`src/rtl/sbf_pkg.sv`:
```
// Package: field widths, frame kinds and CRC constants shared by the
// downstream frame receiver. Assumes a 98-bit payload and a 22-bit CRC.
package sbf_pkg;
    localparam int PAY_W   = 98;
    localparam int CRC_W   = 22;
    localparam int CMD_W   = 24;
    localparam int ADDR_W  = 3;
    localparam int EXT_W   = 72;
    localparam int CFG_W   = 36;
    localparam int KIND_W  = 2;
    localparam int NSLOT   = 3;
    localparam int SLOT_W  = $clog2(NSLOT);
    localparam logic [CRC_W-1:0] CRC_POLY = 22'h2C8E03;
    localparam logic [CRC_W-1:0] CRC_INIT = '1;

    typedef enum logic [KIND_W-1:0] {
        KIND_CMD_WR  = 2'b00,
        KIND_CMD3    = 2'b01,
        KIND_CMD_CFG = 2'b10,
        KIND_RSVD    = 2'b11
    } frame_kind_e;
endpackage

```
`src/rtl/sbf_crc.sv`:
```
// Module: combinational CRC over the whole payload, MSB first, seeded with
// all ones. Assumes the payload is stable in the cycle it is evaluated.
module sbf_crc
    import sbf_pkg::*;
(
    input  logic [PAY_W-1:0] payload,
    output logic [CRC_W-1:0] crc
);
    // Serial LFSR unrolled over every payload bit.
    always_comb begin
        logic [CRC_W-1:0] s;
        logic             fb;
        s = CRC_INIT;
        for (int i = PAY_W - 1; i >= 0; i--) begin
            fb = s[CRC_W-1] ^ payload[i];
            s  = {s[CRC_W-2:0], 1'b0};
            if (fb) s = s ^ CRC_POLY;
        end
        crc = s;
    end
endmodule

```
`src/rtl/sbf_gather.sv`:
```
// Module: collects lane beats into a frame shift register. It counts the
// beats, restarts on a first-beat flag, and squeezes out a dead lane.
// Assumes the drop controls are static while frames arrive.
module sbf_gather #(
    parameter int LANES = 10,
    parameter int BEATS = 12,
    localparam int FRAME_W = LANES * BEATS,
    localparam int BEAT_W  = $clog2(BEATS),
    localparam int IDX_W   = $clog2(LANES)
) (
    input  logic               clk,
    input  logic               rst_n,
    input  logic               in_valid,
    input  logic               in_first,
    input  logic [LANES-1:0]   in_lanes,
    input  logic               drop_en,
    input  logic [IDX_W-1:0]   drop_idx,
    output logic [FRAME_W-1:0] frame,
    output logic               frame_vld
);
    logic [LANES-2:0]   comp;
    logic [BEAT_W-1:0]  beat_q;
    logic [BEAT_W-1:0]  idx;
    logic [FRAME_W-1:0] sr_q;

    // Compact the live lanes: those above the dead one move down by one.
    for (genvar l = 0; l < LANES - 1; l++) begin : g_comp
        assign comp[l] = (drop_idx > IDX_W'(l)) ? in_lanes[l] : in_lanes[l+1];
    end

    // Position of the current beat within its frame.
    assign idx = in_first ? '0 : beat_q;

    // Shift beats in, count them, and flag a complete frame.
    always_ff @(posedge clk) begin
        if (!rst_n) begin
            beat_q    <= '0;
            sr_q      <= '0;
            frame_vld <= 1'b0;
        end else begin
            frame_vld <= 1'b0;
            if (in_valid) begin
                if (drop_en) sr_q <= {sr_q[FRAME_W-LANES:0], comp};
                else         sr_q <= {sr_q[FRAME_W-LANES-1:0], in_lanes};
                if (idx == BEAT_W'(BEATS - 1)) begin
                    beat_q    <= '0;
                    frame_vld <= 1'b1;
                end else begin
                    beat_q <= idx + 1'b1;
                end
            end
        end
    end

    assign frame = sr_q;
endmodule

```
`src/rtl/sbf_decode.sv`:
```
// Module: checks the CRC, decodes the frame kind, filters commands by
// module address, queues them in slot order and counts rejected frames.
// Assumes frames arrive at least NSLOT cycles apart.
module sbf_decode
    import sbf_pkg::*;
#(
    parameter int ERR_W     = 8,
    parameter int CRC_DEG_W = 10
) (
    input  logic              clk,
    input  logic              rst_n,
    input  logic              frame_vld,
    input  logic [PAY_W-1:0]  payload,
    input  logic [CRC_W-1:0]  rx_crc,
    input  logic [CRC_W-1:0]  calc_crc,
    input  logic              drop_en,
    input  logic [ADDR_W-1:0] local_addr,
    output logic              cmd_valid,
    output logic [SLOT_W-1:0] cmd_slot,
    output logic [CMD_W-1:0]  cmd_data,
    output logic              wr_valid,
    output logic [EXT_W-1:0]  wr_data,
    output logic              cfg_valid,
    output logic [CFG_W-1:0]  cfg_data,
    output logic [ERR_W-1:0]  err_cnt
);
    localparam logic [ERR_W-1:0] ERR_MAX = '1;

    frame_kind_e       kind;
    logic [CMD_W-1:0]  slot_cmd [NSLOT];
    logic [NSLOT-1:0]  slot_use;
    logic [NSLOT-1:0]  slot_hit;
    logic [EXT_W-1:0]  ext;
    logic              crc_ok;
    logic              good;
    logic              bad;
    logic [CMD_W-1:0]  q_cmd  [NSLOT];
    logic [SLOT_W-1:0] q_slot [NSLOT];
    logic [NSLOT-1:0]  q_vld;

    assign kind        = frame_kind_e'(payload[PAY_W-1 -: KIND_W]);
    assign ext         = payload[EXT_W-1:0];
    assign slot_cmd[0] = payload[PAY_W-KIND_W-1 -: CMD_W];

    // The tail commands are packed from the top of the 72-bit tail.
    for (genvar k = 1; k < NSLOT; k++) begin : g_slot
        assign slot_cmd[k] = ext[EXT_W-1-(k-1)*CMD_W -: CMD_W];
    end

    // Address filter, one comparator per slot.
    for (genvar k = 0; k < NSLOT; k++) begin : g_hit
        assign slot_hit[k] = (slot_cmd[k][CMD_W-1 -: ADDR_W] == local_addr);
    end

    // Which slots the frame kind fills.
    always_comb begin
        slot_use = '0;
        unique case (kind)
            KIND_CMD_WR:  slot_use = 3'b001;
            KIND_CMD3:    slot_use = 3'b111;
            KIND_CMD_CFG: slot_use = 3'b011;
            KIND_RSVD:    slot_use = 3'b000;
        endcase
    end

    // CRC compare, narrowed to the low bits in degraded mode.
    always_comb begin
        if (drop_en) crc_ok = (calc_crc[CRC_DEG_W-1:0] == rx_crc[CRC_DEG_W-1:0]);
        else         crc_ok = (calc_crc == rx_crc);
    end

    assign good = frame_vld && crc_ok && (kind != KIND_RSVD);
    assign bad  = frame_vld && !good;

    // Slot queue: load on a good frame, otherwise advance one slot per cycle.
    always_ff @(posedge clk) begin
        if (!rst_n) begin
            q_vld <= '0;
            for (int i = 0; i < NSLOT; i++) begin
                q_cmd[i]  <= '0;
                q_slot[i] <= '0;
            end
        end else if (good) begin
            for (int i = 0; i < NSLOT; i++) begin
                q_cmd[i]  <= slot_cmd[i];
                q_slot[i] <= SLOT_W'(i);
                q_vld[i]  <= slot_use[i] && slot_hit[i];
            end
        end else begin
            for (int i = 0; i < NSLOT - 1; i++) begin
                q_cmd[i]  <= q_cmd[i+1];
                q_slot[i] <= q_slot[i+1];
                q_vld[i]  <= q_vld[i+1];
            end
            q_vld[NSLOT-1] <= 1'b0;
        end
    end

    // Data outputs, gated by command A's address.
    always_ff @(posedge clk) begin
        if (!rst_n) begin
            wr_valid  <= 1'b0;
            cfg_valid <= 1'b0;
            wr_data   <= '0;
            cfg_data  <= '0;
        end else begin
            wr_valid  <= good && (kind == KIND_CMD_WR) && slot_hit[0];
            cfg_valid <= good && (kind == KIND_CMD_CFG) && slot_hit[0];
            if (good && kind == KIND_CMD_WR)  wr_data  <= ext;
            if (good && kind == KIND_CMD_CFG) cfg_data <= ext[CFG_W-1:0];
        end
    end

    // Saturating count of rejected frames.
    always_ff @(posedge clk) begin
        if (!rst_n)                        err_cnt <= '0;
        else if (bad && err_cnt != ERR_MAX) err_cnt <= err_cnt + 1'b1;
    end

    assign cmd_valid = q_vld[0];
    assign cmd_data  = q_cmd[0];
    assign cmd_slot  = q_slot[0];
endmodule

```
`src/rtl/sbf_rx.sv`:
```
// Module: top of the downstream frame receiver. It gathers beats, takes the
// payload and CRC fields for the lane mode in use, and decodes the frame.
// Assumes the drop controls and local_addr are straps.
module sbf_rx
    import sbf_pkg::*;
#(
    parameter int LANES = 10,
    parameter int BEATS = 12,
    parameter int ERR_W = 8
) (
    input  logic                     clk,
    input  logic                     rst_n,
    input  logic [ADDR_W-1:0]        local_addr,
    input  logic                     lane_drop_en,
    input  logic [$clog2(LANES)-1:0] lane_drop_idx,
    input  logic                     sb_valid,
    input  logic                     sb_first,
    input  logic [LANES-1:0]         sb_lanes,
    output logic                     cmd_valid,
    output logic [SLOT_W-1:0]        cmd_slot,
    output logic [CMD_W-1:0]         cmd_data,
    output logic                     wr_valid,
    output logic [EXT_W-1:0]         wr_data,
    output logic                     cfg_valid,
    output logic [CFG_W-1:0]         cfg_data,
    output logic [ERR_W-1:0]         err_cnt
);
    localparam int FRAME_W     = LANES * BEATS;
    localparam int FRAME_DEG_W = (LANES - 1) * BEATS;
    localparam int CRC_DEG_W   = FRAME_DEG_W - PAY_W;

    logic [FRAME_W-1:0] frame;
    logic               frame_vld;
    logic [PAY_W-1:0]   payload;
    logic [CRC_W-1:0]   rx_crc;
    logic [CRC_W-1:0]   calc_crc;

    sbf_gather #(.LANES(LANES), .BEATS(BEATS)) u_gather (
        .clk       (clk),
        .rst_n     (rst_n),
        .in_valid  (sb_valid),
        .in_first  (sb_first),
        .in_lanes  (sb_lanes),
        .drop_en   (lane_drop_en),
        .drop_idx  (lane_drop_idx),
        .frame     (frame),
        .frame_vld (frame_vld)
    );

    // Field split for full or degraded lane mode.
    always_comb begin
        if (lane_drop_en) begin
            payload = frame[FRAME_DEG_W-1 -: PAY_W];
            rx_crc  = {{(CRC_W-CRC_DEG_W){1'b0}}, frame[CRC_DEG_W-1:0]};
        end else begin
            payload = frame[FRAME_W-1 -: PAY_W];
            rx_crc  = frame[CRC_W-1:0];
        end
    end

    sbf_crc u_crc (
        .payload (payload),
        .crc     (calc_crc)
    );

    sbf_decode #(.ERR_W(ERR_W), .CRC_DEG_W(CRC_DEG_W)) u_decode (
        .clk        (clk),
        .rst_n      (rst_n),
        .frame_vld  (frame_vld),
        .payload    (payload),
        .rx_crc     (rx_crc),
        .calc_crc   (calc_crc),
        .drop_en    (lane_drop_en),
        .local_addr (local_addr),
        .cmd_valid  (cmd_valid),
        .cmd_slot   (cmd_slot),
        .cmd_data   (cmd_data),
        .wr_valid   (wr_valid),
        .wr_data    (wr_data),
        .cfg_valid  (cfg_valid),
        .cfg_data   (cfg_data),
        .err_cnt    (err_cnt)
    );
endmodule

```
`config.mk`:
```
export PLATFORM = sky130hd
export DESIGN_NAME = sbf_rx
export DESIGN_NICKNAME = d
export VERILOG_FILES = /design/src/rtl/sbf_pkg.sv /design/src/rtl/sbf_crc.sv /design/src/rtl/sbf_gather.sv /design/src/rtl/sbf_decode.sv /design/src/rtl/sbf_rx.sv
export SDC_FILE = /design/constraint.sdc
export NUM_CORES = 1
export LEC_CHECK = 0
export BUFFER_PORTS_ARGS = -buffer_cell sky130_fd_sc_hd__buf_2
export CORE_UTILIZATION = 35
export DETAILED_ROUTE_END_ITERATION = 12
export SLEW_MARGIN = 15
export SYNTH_ARGS = -nofsm -noshare
export SYNTH_HDL_FRONTEND = slang
export SYNTH_SLANG_ARGS = --single-unit
```
`constraint.sdc`:
```
create_clock -name clk -period 17.92 [get_ports clk]
set_clock_uncertainty 0.05 [all_clocks]
set_input_delay 5.376 -clock clk [delete_from_list [all_inputs] [get_ports clk]]
set_output_delay 5.376 -clock clk [all_outputs]
set_load 0.02 [all_outputs]
```
# Word-level counts from Yosys, hierarchy flattened
# Memories as Yosys holds them, arrays and structs flattened.
# Index checks and enable logic that the tools add are counted.
op_classes:
  add_sub_neg: 2
  magnitude_cmp: 9
  eq_ne: 11
  muxes: 133
  n_bitwise: 204
  n_reduce_logical: 15
op_table:
  columns: ["operator", "n"]
  rows:
  - ["22-bit two-way mux", 99]
  - ["9-bit inverter", 97]
  - ["120-bit two-way mux", 1]
  - ["24-bit two-way mux", 5]
  - ["98-bit two-way mux", 1]
  - ["1-bit XOR", 97]
  - ["22-bit == test", 1]
  - ["1-bit two-way mux", 18]
  - ["4-bit by 3-bit greater-than comparator with 1-bit output, second input constant", 4]
  - ["2-bit two-way mux", 6]
  - ["3-bit one-hot mux with 4 select lines", 1]
  - ["1-bit logical AND", 11]
  - ["10-bit == test", 1]
  - ["1-bit bitwise OR", 10]
  - ["3-bit == test", 3]
  - ["8-bit by 1-bit adder with 8-bit output, second input constant", 1]
  - ["4-bit by 1-bit greater-than comparator with 1-bit output, second input constant", 2]
  - ["4-bit by 2-bit greater-than comparator with 1-bit output, second input constant", 2]
  - ["4-bit two-way mux", 2]
  - ["8-bit != test, second input constant", 1]
  - ["4-bit by 1-bit adder with 4-bit output, second input constant", 1]
  - ["2-bit == test, second input constant", 2]
  - ["4-bit == test, second input constant", 1]
  - ["4-bit greater-than comparator, second input constant", 1]
  - ["5 further kinds", 6]
word_totals:
  ff_bits: 246
  ram_bits: 78
  memories: 2
memory_table:
  columns: ["memory", "depth", "width", "rd", "rd_clocked_by_memory_dff", "write_ports", "line", "source"]
  rows:
  - ["u_decode.q_cmd", 3, 24, 3, 0, 3, "sbf_decode.sv:37", "logic [CMD_W-1:0] q_cmd [NSLOT];"]
  - ["u_decode.q_slot", 3, 2, 3, 0, 3, "sbf_decode.sv:38", "logic [SLOT_W-1:0] q_slot [NSLOT];"]

# Logic depth before layout (Yosys ltp)
# Gate-level depths: netlist of the first run.
logic_depth:
  depth_word: 205
  ltp_mapped: 40
  mapped_depth_nobuf: 34

# Modules after synthesis
# A second synthesis of the first run with hierarchy kept.
unflattened:
  hier_cells: 2261
  hier_area_um2: 26294.0
modules_own_cells:
  columns: ["mod", "n_inst", "cells_per_inst", "area_each_um2"]
  rows:
  - ["sbf_crc", 1, 727, 10580.1]
  - ["sbf_decode", 1, 833, 8819.7]
  - ["sbf_gather", 1, 579, 5592.9]
  - ["sbf_rx", 1, 122, 1301.2]

# Worst setup path before layout of the first run
# No wires, ideal clock.
synth_path:
  path_kind: "in2reg"
  startpoint: "in lane_drop_en"
  endpoint: "mem u_decode.q_cmd[2][0] (netlist: u_decode.q_cmd[1][0]), enable pin"
  arrival_time_ns: 17.743
  required_ns: 17.490
  slack_ns: -0.253
  stages: 37
  path_buffers: 4
  path_cell_list: "buf_4 > buf_4 > mux2i_1 > ha_1 > buf_4 > xnor2_1 > xnor3_1 > mux2i_1 > xnor2_4 > xor2_4 > xor2_2 > xnor3_1 > xnor3_2 > xnor3_1 > xnor2_4 > xnor3_2 > xnor2_4 > xnor3_2 > xnor3_1 > xnor3_1 > xor3_2 > xnor3_1 > xnor3_1 > xnor3_2 > xnor3_2 > xnor3_2 > xnor2_1 > xnor3_2 > xnor3_1 > or3_1 > a211oi_1 > a31o_2 > nand4_4 > a21oi_2 > buf_6 > nor2_1 > inv_1"
synth_lines:
  columns: ["element", "line", "source"]
  rows:
  - ["start, declared", "sbf_rx.sv:14", "input logic lane_drop_en,"]
  - ["end, declared", "sbf_decode.sv:37", null]

# Worst setup path in the final report of the first run
layout_path:
  startpoint: "in lane_drop_en"
  endpoint: "reg u_decode.cfg_data[24]"
layout_via:
  elab_chain_cells: 201
  elab_cells_between_ends: 302
  classes_between: "eq/ne: 4; mux: 101; bitwise: 194; reduce/logical: 3"
layout_lines:
  columns: ["element", "line", "source"]
  rows:
  - ["98-bit two-way mux", "sbf_rx.sv:52", "if (lane_drop_en) begin"]
  - ["22-bit two-way mux", "sbf_crc.sv:17", "if (fb) s = s ^ CRC_POLY;"]
  - ["1-bit XOR", "sbf_crc.sv:15", "fb = s[CRC_W-1] ^ payload[i];"]
  - ["22-bit two-way mux", "sbf_crc.sv:17", null]
  - ["1-bit XOR", "sbf_crc.sv:15", null]
  - ["22-bit two-way mux", "sbf_crc.sv:17", null]
  - ["1-bit XOR", "sbf_crc.sv:15", null]
  - ["22-bit two-way mux", "sbf_crc.sv:17", null]
  - ["[... 184 more ...]", null, null]
  - ["1-bit XOR or 9-bit inverter (tied branches)", null, null]
  - ["22-bit two-way mux", "sbf_crc.sv:17", null]
  - ["1-bit XOR or 9-bit inverter (tied branches)", null, null]
  - ["22-bit two-way mux", "sbf_crc.sv:17", null]
  - ["22-bit == test or 10-bit == test (tied branches)", "sbf_decode.sv:69, sbf_decode.sv:68", null]
  - ["1-bit two-way mux", "sbf_decode.sv:68", "if (drop_en) crc_ok = (calc_crc[CRC_DEG_W-1:0] == rx_crc[CRC_DEG_W-1:0]);"]
  - ["1-bit logical AND (2 in a row)", "sbf_decode.sv:72", "assign good = frame_vld && crc_ok && (kind != KIND_RSVD);"]
  - ["1-bit logical AND", "sbf_decode.sv:110", "if (good && kind == KIND_CMD_CFG) cfg_data <= ext[CFG_W-1:0];"]
  - ["end signal, assigned", "sbf_decode.sv:110", null]
  - ["end, declared", "sbf_decode.sv:24", "output logic [CFG_W-1:0] cfg_data,"]
# Several ways; a longest one is shown, not always the timed one.
# A chain may end at the register's enable or synchronous reset.

==> qor.csv, run 1 <==
metric;value;unit
EDFF count, synth;77;
R2R Path End;u_decode.cfg_data[24];
crit-path most repeated cell;xnor3_1;
WL/cell;21.28;um
post-synthesis sequential area ratio;28.12;%
Cells after Synth;2312;
sink of the worst hold path;u_decode.q_vld[1];
GRT Overall Usage;19.89;%
synthesized area;0.02574;mm2
Critical Path Start Type;input port;
IO Port Bufs;166;
clk slew on worst S/H paths;0.06;ns
CTS tree;yes;
Min Clock Period, post-route;17.47;ns
Fmax;57.23;MHz
post-cts hold buffer count;0;
final net count;2611;
vias in the first global route;17800;
clk_lat worst skew;0.59;ns
overall routed net length;76010;um
drt pass-1 iters;7;
Reg area;0.007237;mm2
part of the cycle the worst path needs;97.51;%
Crit path required time;18.30;ns
CTS Buffer Depth;3;
Crit Path Max Fanout;14;
Cell variety after synth;67;
die area;0.07462;mm2
fillers;6977;
Final HPWL DP;58390;um
initial DRC count;1275;
DR vias;17850;
most frequent cells in the layout;xnor2_1, dfxtp_1, a21oi_1;
Area growth syn-to-layout;16.74;%
Slew Limit Fails;0;
synth warn;0;
Synth Flop Type;dfxtp_1;
Yosys top cell by area;dfxtp_1;
top post-synthesis cells by area;dfxtp_1, xnor3_1, xnor2_1;
Slew @ Worst Pin;1.217;ns
Yosys top cell area share;19.13;%
Core ar.;0.07283;mm2
WS Path Type;in2reg;
syn avg cell area;11.13;um2
worst relative slew slack;18.85;%
largest net degree at the start of global routing;161;
worst reg2reg path depth;38;
die width;273.2;um
Residual DRC;0;
area of the multi-input gates;0.01772;mm2
io pins;167;
fraction of registers with async set/reset;0;%
antenna-violating nets left;0;
hold path start;u_decode.q_vld[2];
FF+latch count, synth;323;
endpoint class of the critical path;flop;
worst min-delay path class;reg2reg;
Final WS setup;0.4456;ns
Die Span Y;273.2;um
Worst Hold Depth;2;
grt ovf;0;
Setup violations, final;0;
share of post-route cells with drive strength above 1;19.75;%
global-route wire length before repair;112300;um
Post-CTS Repair Setup Buffers;0;
slowest stage cell on the critical path;xor3_1;
Initial Utilization;35.34;%
initial antenna violation count;0;
commonest non-fill, non-tap cell in the layout;xnor2_1;
row cnt;99;
placer congestion estimate;0.9270;
CP max stage delay;0.58;ns
Reg2Reg Setup Slack;4.70;ns
RSZ-0062 raised after global routing;yes;
Maximum Capacitance Violations;0;
Final Hold Fails;0;
Setup WS pre-CTS;-0.2312;ns
routed vias/inst;4.996;
CTS Buf Count;41;
Root Driver;clkbuf_16;
CP arrival;17.85;ns
status;completed;
H-tree levels;2;
CTS Sinks;323;
reg-to-reg startpoint;u_gather.frame[107];
## registers in the layout (all words and copies together), names as in the netlist
name                count
u_gather.beat_q         4
u_decode.cfg_valid      1
u_decode.q_slot         5
u_decode.wr_data       72
u_gather.frame_vld      1
u_decode.wr_valid       1
u_decode.q_cmd         72
u_decode.cfg_data      36
u_decode.q_vld          3
u_gather.frame        120
u_decode.err_cnt        8
## cells in the mapped netlist, drive strengths merged, types with 3 or more instances
cell type	number
a211oi	24
a21o	56
a21oi	221
and2	16
and3	10
buf	81
clkbuf	82
dfxtp	246
edfxtp	77
ha	7
inv	26
mux2	30
mux2i	220
nand2	16
nand2b	4
nand3	10
nand4	3
nor2	198
nor2b	82
nor3	5
o21ai	113
o31ai	3
or3	8
xnor2	352
xnor3	213
xor2	133
xor3	51
## worst max path at each step
| stage | slack [ns] | startpoint | cells after the start | to |
|---|---|---|---|---|
| 2_1_floorplan | 0.03 | lane_drop_en | 37 | u_decode.q_cmd[1][0] |
| 3_3_place_gp | -0.16 | lane_drop_en | 37 | u_decode.q_cmd[0][1] |
| 3_5_place_dp | -0.23 | lane_drop_en | 38 | u_decode.q_cmd[0][1] |
| 4_1_cts | 0.29 | lane_drop_en | 37 | u_decode.cfg_data[12] |
| 5_1_grt | 0.003 | lane_drop_en | 37 | u_decode.cfg_data[24] |
| 6_report | 0.45 | lane_drop_en | 39 | u_decode.cfg_data[24] |
## stage by stage
step                      hold WS (ns)  setup TNS [ns]  area [um2]  cells  utilization, %
after global routing            0.4561               0       30040   3571           41.25
after floorplan                 0.3865               0       25940   2363               -
after detailed placement        0.4049          -20.31       28550   3497           39.20
final                           0.4202               0       30050   3572           41.25
after CTS                       0.4195               0       29980   3570           41.16
after global placement          0.4083          -7.927       28550   3497           39.20
## what timing repair did
| item | CTS | global route |
|---|---|---|
| endpoints found under the hold margin | 0 | 0 |
| resized for setup | 0 | 8 |
| setup endpoints to repair | 0 | 181 |
## kinds of logic after synthesis
| family | after synthesis | share of synthesized area (%) |
|---|---|---|
| flops | 323 | 28.12 |
| fa+ha+maj | 7 | 0.3403 |
| other cells | 1 | 0.01457 |
| compound gates | 427 | 9.271 |
| mux | 250 | 10.08 |
| simple gates | 364 | 6.830 |
| buf+inv | 191 | 4.016 |
| xor+xnor | 749 | 41.33 |
## area by class of cell
class	instances	share of cell area, %
Multi-Input combinational cell	1849	58.99
Sequential cell	323	24.09
Timing Repair Buffer	341	7.825
Tap cell	959	3.994
Clock buffer	53	3.831
Clock inverter	20	0.9037
Inverter	26	0.3623
Antenna cell	1	0.008329
## layer usage
| metal | share of wire [%] | track usage, % | routed length (um) | up-vias |
|---|---|---|---|---|
| met5 | 0 | 0 | 0 | - |
| met1 | 42 | 24.97 | 32130 | 8683 |
| met3 | 5.0 | 2.825 | 3772 | 122 |
| met4 | 3.7 | 7.204 | 2790 | 0 |
| li1 | - | - | - | 8476 |
| met2 | 49 | 34.58 | 37310 | 565 |
## critical path: cells and delay by family
kind / cells / cell delay, ns
compound gates: 2 / 0.46
xor+xnor: 24 / 9.48
fa+ha+maj: 1 / 0.33
buf+inv: 7 / 1.28
mux: 2 / 0.48
simple gates: 3 / 0.40
Power of run 1 is left out: the tool's default activity adds up to more than one toggle a clock period on the data nets, which glitch-free logic cannot reach.
==> run 2, diff against run 1 <==
--- a/config.mk
+++ b/config.mk
@@ -6,8 +6,9 @@
 export NUM_CORES = 1
 export LEC_CHECK = 0
 export BUFFER_PORTS_ARGS = -buffer_cell sky130_fd_sc_hd__buf_2
-export CORE_UTILIZATION = 35
+export CORE_UTILIZATION = 55
 export DETAILED_ROUTE_END_ITERATION = 12
+export PLACE_DENSITY = 0.76
 export SLEW_MARGIN = 15
 export SYNTH_ARGS = -nofsm -noshare
 export SYNTH_HDL_FRONTEND = slang
==> run 2 against run 1 <==
Against the previous run:
- register-to-register slack got worse by 0.09 ns
- count of clock-buffer cells in the layout unchanged
- non-clock buffer count decreased by 33
- first-iteration DRC count increased by 39%
- critical path depth decreased by 4
- global-route usage increased by 9.9 points
- sequential share of layout area increased by 0.76 points
- via count increased by 0.67%
- worst setup slack got worse by 0.032 ns
- critical path type unchanged
- cell area decreased by 3.0%
- hold slack improved by 0.019 ns
- fmax decreased by 0.18%
==> qor.csv, run 2 (synthesis results as in run 1) <==
metric;value;unit;change
grt ovf;0;;unchanged
sink of the worst hold path;u_decode.cfg_data[26];;
Area growth syn-to-layout;13.18;%;
CTS Buf Count;38;;-7.3%
Critical Path Start Type;input port;;
clk slew on worst S/H paths;0.06;ns;about the same
Final Hold Fails;0;;unchanged
Root Driver;clkbuf_16;;
antenna-violating nets left;0;;unchanged
overall routed net length;71200;um;-6.3%
H-tree levels;2;;unchanged
global-route wire length before repair;107300;um;-4.5%
worst reg2reg path depth;32;;-16%
Finished Layout Cells;3176;;-11%
CTS Sinks;323;;unchanged
R2R Path End;u_decode.q_cmd[1][13];;
slowest stage cell on the critical path;xnor3_1;;
Worst Hold Depth;2;;unchanged
Residual DRC;0;;unchanged
die width;218.3;um;-20%
WL/cell;22.42;um;+5.4%
worst relative slew slack;24.35;%;+5.5 points
status;completed;;
CP max stage delay;0.63;ns;+0.05 ns
crit-path most repeated cell;xnor3_1;;
Slew @ Worst Pin;1.135;ns;-0.08252 ns
hold path start;u_decode.cfg_data[26];;
gr busiest metal;met2;;
row cnt;78;;-21%
initial DRC count;1778;;+39%
Reg2Reg Setup Slack;4.61;ns;-0.09 ns
io pins;167;;unchanged
fin area;0.02913;mm2;-3.0%
Setup violations, final;0;;unchanged
Final WS setup;0.4133;ns;-0.03229 ns
initial antenna violation count;0;;unchanged
Setup TNS;0;ns;unchanged
Initial Utilization;56.23;%;+21 points
Die Span Y;218.3;um;-20%
DR vias;17970;;+0.67%
Crit Path Max Fanout;12;;-2
reg-to-reg startpoint;u_gather.frame[102];;
GRT Overall Usage;29.77;%;+9.9 points
largest net degree at the start of global routing;132;;-18%
placed cell area;0.02770;mm2;-3.0%
met2 global-route usage;49.89;%;+15 points
drt pass-1 iters;5;;-2
CTS tree;yes;;
Min Clock Period, post-route;17.51;ns;+0.03229 ns
# placed instances;3101;;-11%
Core ar.;0.04577;mm2;-37%
die area;0.04766;mm2;-36%
CTS Buffer Depth;3;;unchanged
final net count;2576;;-1.3%
endpoint class of the critical path;flop;;
post-cts hold buffer count;0;;unchanged
part of the cycle the worst path needs;97.69;%;+0.18 points
IO Port Bufs;166;;unchanged
Crit path required time;18.07;ns;-0.23 ns
clk_lat worst skew;0.58;ns;about the same
Slew Limit Fails;0;;unchanged
worst min-delay path class;reg2reg;;
Fmax;57.12;MHz;-0.18%
WS Path Type;in2reg;;
ANT cells;0;;-1
placer congestion estimate;0.9809;;+5.8%
CP arrival;17.66;ns;-0.19 ns
Maximum Capacitance Violations;0;;unchanged
most frequent cells in the layout;xnor2_1, dfxtp_1, a21oi_1;;
commonest non-fill, non-tap cell in the layout;xnor2_1;;
Setup WS pre-CTS;-0.3195;ns;-0.08834 ns
vias in the first global route;17740;;-0.35%
met3 GRT Util;4.356;%;+1.5 points
GR Layer Usage met1;37.69;%;+13 points
share of post-route cells with drive strength above 1;18.67;%;-1.1 points
Final HPWL DP;54400;um;-6.8%
routed vias/inst;5.657;;+13%
Largest register FFs;120;;unchanged
run 2: cell types whose count changed in the layout (fill, tap and decap cells not counted), moves of 3 or more:
cell	change
inv_6	-3
buf_12	-10
xnor2_1	-3
xnor2_2	+3
buf_4	-24
clkinv_2	-3
clkbuf_1	+5
clkbuf_8	-3
run 2: area by class of cell:
| type | instances | area [um2] |
|---|---|---|
| Sequential cell | 323 | 7237 |
| Fill cell | 3588 | 16640 |
| Timing Repair Buffer | 308 | 1979 |
| Clock inverter | 16 | 212.7 |
| Multi-Input combinational cell | 1849 | 17760 |
| Inverter | 26 | 108.9 |
| Tap cell | 600 | 750.7 |
| Timing Repair inverter | 1 | 7.507 |
| Clock buffer | 53 | 1079 |
run 2: timing repair:
item / 4_1_cts / 5_1_grt
setup buffers: 0 / 3
setup endpoints to repair: 0 / 159
gates resized for setup: 0 / 17
run 2: worst max-delay path, delay by kind of cell:
family,cells,cell delay [ns]
xor+xnor,24,9.60
compound gates,2,0.31
simple gates,3,0.86
mux,2,0.38
buf+inv,3,0.80
fa+ha+maj,1,0.31
run 2: how the worst max path moves through the flow:
stage	slack (ns)	start	end
after floorplan	0.03	lane_drop_en	u_decode.q_cmd[1][0]
after global placement	-0.18	lane_drop_en	u_decode.wr_valid
after detailed placement	-0.32	lane_drop_en	u_decode.q_cmd[1][13]
after CTS	0.20	lane_drop_en	u_decode.q_cmd[1][13]
after global routing	-0.004	lane_drop_en	u_decode.q_cmd[1][23]
final	0.41	lane_drop_en	u_decode.q_cmd[1][13]
run 2: stage by stage:
step / hold WS (ns) / utilization, %
after global placement: 0.4176 / 60.52
final: 0.4388 / 63.64
after global routing: 0.4643 / 63.64
after CTS: 0.4402 / 63.34
after floorplan: 0.3865 / -
after detailed placement: 0.4249 / 60.52
run 2: routing by layer:
metal	vias up	wire length, um
met1	8728	28950
met3	165	4009
met2	655	34510
met4	0	3727
met5	-	0
li1	8418	-
Power of run 2 is left out for the same reason.
==> run 3, diff against run 2 <==
--- a/config.mk
+++ b/config.mk
@@ -6,6 +6,7 @@
 export NUM_CORES = 1
 export LEC_CHECK = 0
 export BUFFER_PORTS_ARGS = -buffer_cell sky130_fd_sc_hd__buf_2
+export CORE_ASPECT_RATIO = 2
 export CORE_UTILIZATION = 55
 export DETAILED_ROUTE_END_ITERATION = 12
 export PLACE_DENSITY = 0.76
@@ -13,3 +14,4 @@
 export SYNTH_ARGS = -nofsm -noshare
 export SYNTH_HDL_FRONTEND = slang
 export SYNTH_SLANG_ARGS = --single-unit
+export TNS_END_PERCENT = 50
==> run 3 against run 2 <==
Against the previous run:
- global-route usage rose by 5.2 points
- cell count up 2.1%
- sequential cell count unchanged
- count of clock-buffer cells in the layout down 18
- worst setup slack worse by 0.042 ns
- wire length up 16%
- sequential share of layout area down 0.38 points
- hold slack improved by 0.0047 ns
==> qor.csv, run 3 (synthesis results as in run 1) <==
metric;value;unit;change
# placed instances;3186;;+2.7%
CTS Sinks;323;;unchanged
Setup violations, final;0;;unchanged
Root Driver;clkbuf_16;;
Residual DRC;0;;unchanged
share of post-route cells with drive strength above 1;20.75;%;+2.1 points
Slew @ Worst Pin;1.311;ns;+0.1767 ns
DR vias;18290;;+1.8%
RSZ-0062 raised after global routing;no;;
WL/cell;25.38;um;+13%
Final WS setup;0.3710;ns;-0.04234 ns
Crit path required time;18.36;ns;+0.29 ns
Core ar.;0.04597;mm2;+0.43%
worst min-delay path class;reg2reg;;
CTS tree;yes;;
Critical Path Start Type;input port;;
Final HPWL DP;65540;um;+20%
H-tree levels;1;;-1
status;completed;;
worst hold slack;0.4436;ns;+0.004744 ns
slowest stage cell on the critical path;xnor3_1;;
commonest non-fill, non-tap cell in the layout;xnor2_1;;
Largest register FFs;120;;unchanged
drt pass-1 iters;6;;+1
Worst Hold Depth;2;;unchanged
clk_lat worst skew;0.65;ns;+0.07 ns
IO Port Bufs;166;;unchanged
grt ovf;0;;unchanged
sink of the worst hold path;u_decode.cfg_data[26];;
worst reg2reg path depth;37;;+16%
CP arrival;17.99;ns;+0.33 ns
placer congestion estimate;0.9920;;+1.1%
final net count;2628;;+2.0%
die width;155.0;um;-29%
Finished Layout Cells;3243;;+2.1%
hold path start;u_decode.cfg_data[26];;
antenna-violating nets left;0;;unchanged
ANT cells;0;;unchanged
initial DRC count;1189;;-33%
crit-path most repeated cell;xnor3_1;;
Final Core Density;64.36;%;+0.72 points
post-cts hold buffer count;0;;unchanged
CTS Buffer Depth;3;;unchanged
largest net degree at the start of global routing;133;;+0.76%
reg-to-reg startpoint;u_gather.frame[107];;
Min Clock Period, post-route;17.55;ns;+0.04234 ns
CTS Buf Count;30;;-21%
Setup WS pre-CTS;-0.4024;ns;-0.08290 ns
routed vias/inst;5.639;;-0.31%
Fmax;56.98;MHz;-0.24%
Slew Limit Fails;0;;unchanged
CP max stage delay;0.55;ns;-0.08 ns
vias in the first global route;19080;;+7.6%
row cnt;111;;+42%
io pins;167;;unchanged
R2R Path End;u_decode.q_cmd[0][6];;
Reg2Reg Setup Slack;4.44;ns;-0.17 ns
Maximum Capacitance Violations;0;;unchanged
WS Path Type;in2reg;;
clk slew on worst S/H paths;0.07;ns;about the same
Crit Path Max Fanout;27;;+15
die area;0.04772;mm2;+0.11%
GRT Overall Usage;35.00;%;+5.2 points
Initial Utilization;55.99;%;-0.24 points
initial antenna violation count;0;;unchanged
endpoint class of the critical path;flop;;
global-route wire length before repair;119800;um;+12%
part of the cycle the worst path needs;97.93;%;+0.24 points
Area growth syn-to-layout;14.96;%;
overall routed net length;82320;um;+16%
worst relative slew slack;12.57;%;-12 points
Final Hold Fails;0;;unchanged
most frequent cells in the layout;xnor2_1, dfxtp_1, a21oi_1;;
Die Span Y;307.9;um;+41%
run 3: cell types whose count changed in the layout (fill, tap and decap cells not counted), moves of 3 or more:
cell       change
xor2_1         -3
buf_12        +10
bufinv_16      +3
clkbuf_1       -8
buf_4         +53
clkinv_2       -3
clkbuf_16     -11
xnor2_1        -3
xnor2_2        +3
run 3: per-stage QoR:
step           TNS, ns  cell area, um2
2_1_floorplan        0           25940
3_3_place_gp    -43.94           28310
3_5_place_dp    -52.05           28310
4_1_cts              0           29430
5_1_grt              0           29590
6_report             0           29590
run 3: area by class of cell:
type / instances / area [um2]
clock buffer: 35 / 809.5
clock inverter: 20 / 314.1
fill: 3662 / 16380
inverter: 26 / 108.9
multi-input combinational: 1849 / 17810
sequential: 323 / 7237
tap: 621 / 777.0
timing repair buffer: 369 / 2527
run 3: repair_timing:
action,in CTS,in global routing
setup endpoints to repair,0,222
gates resized for setup,0,23
setup buffers,0,1
run 3: critical path, delay by kind of cell:
kind | cells | cell delay (ns)
xor gates and xnor gates | 24 | 9.33
and+or+nand+nor | 3 | 0.48
buffers and inverters | 6 | 1.04
muxes | 3 | 0.94
AOI/OAI and AO/OA | 2 | 0.45
adders and majority gates | 1 | 0.35
run 3: metal layers:
layer  track usage [%]  vias to the layer above  wire length [um]
met1             29.84                     8749             24460
met2             64.28                      681             43230
met3             5.241                      374              3674
met5                 0                        -                 0
li1                  -                     8484                 -
met4             39.90                        0             10970
run 3: worst max path at each step:
stage	start	end	slack, ns	depth (start not counted)
detailed placement	lane_drop_en	u_decode.q_cmd[0][6]	-0.40	40
global placement	lane_drop_en	u_decode.q_cmd[0][6]	-0.38	40
finish	lane_drop_en	u_decode.q_cmd[0][6]	0.37	39
floorplan	lane_drop_en	u_decode.q_cmd[1][0]	0.03	37
CTS	lane_drop_en	u_decode.q_cmd[0][6]	0.21	40
global route	lane_drop_en	u_decode.q_cmd[0][6]	0.03	40
Power of run 3 is left out for the same reason.
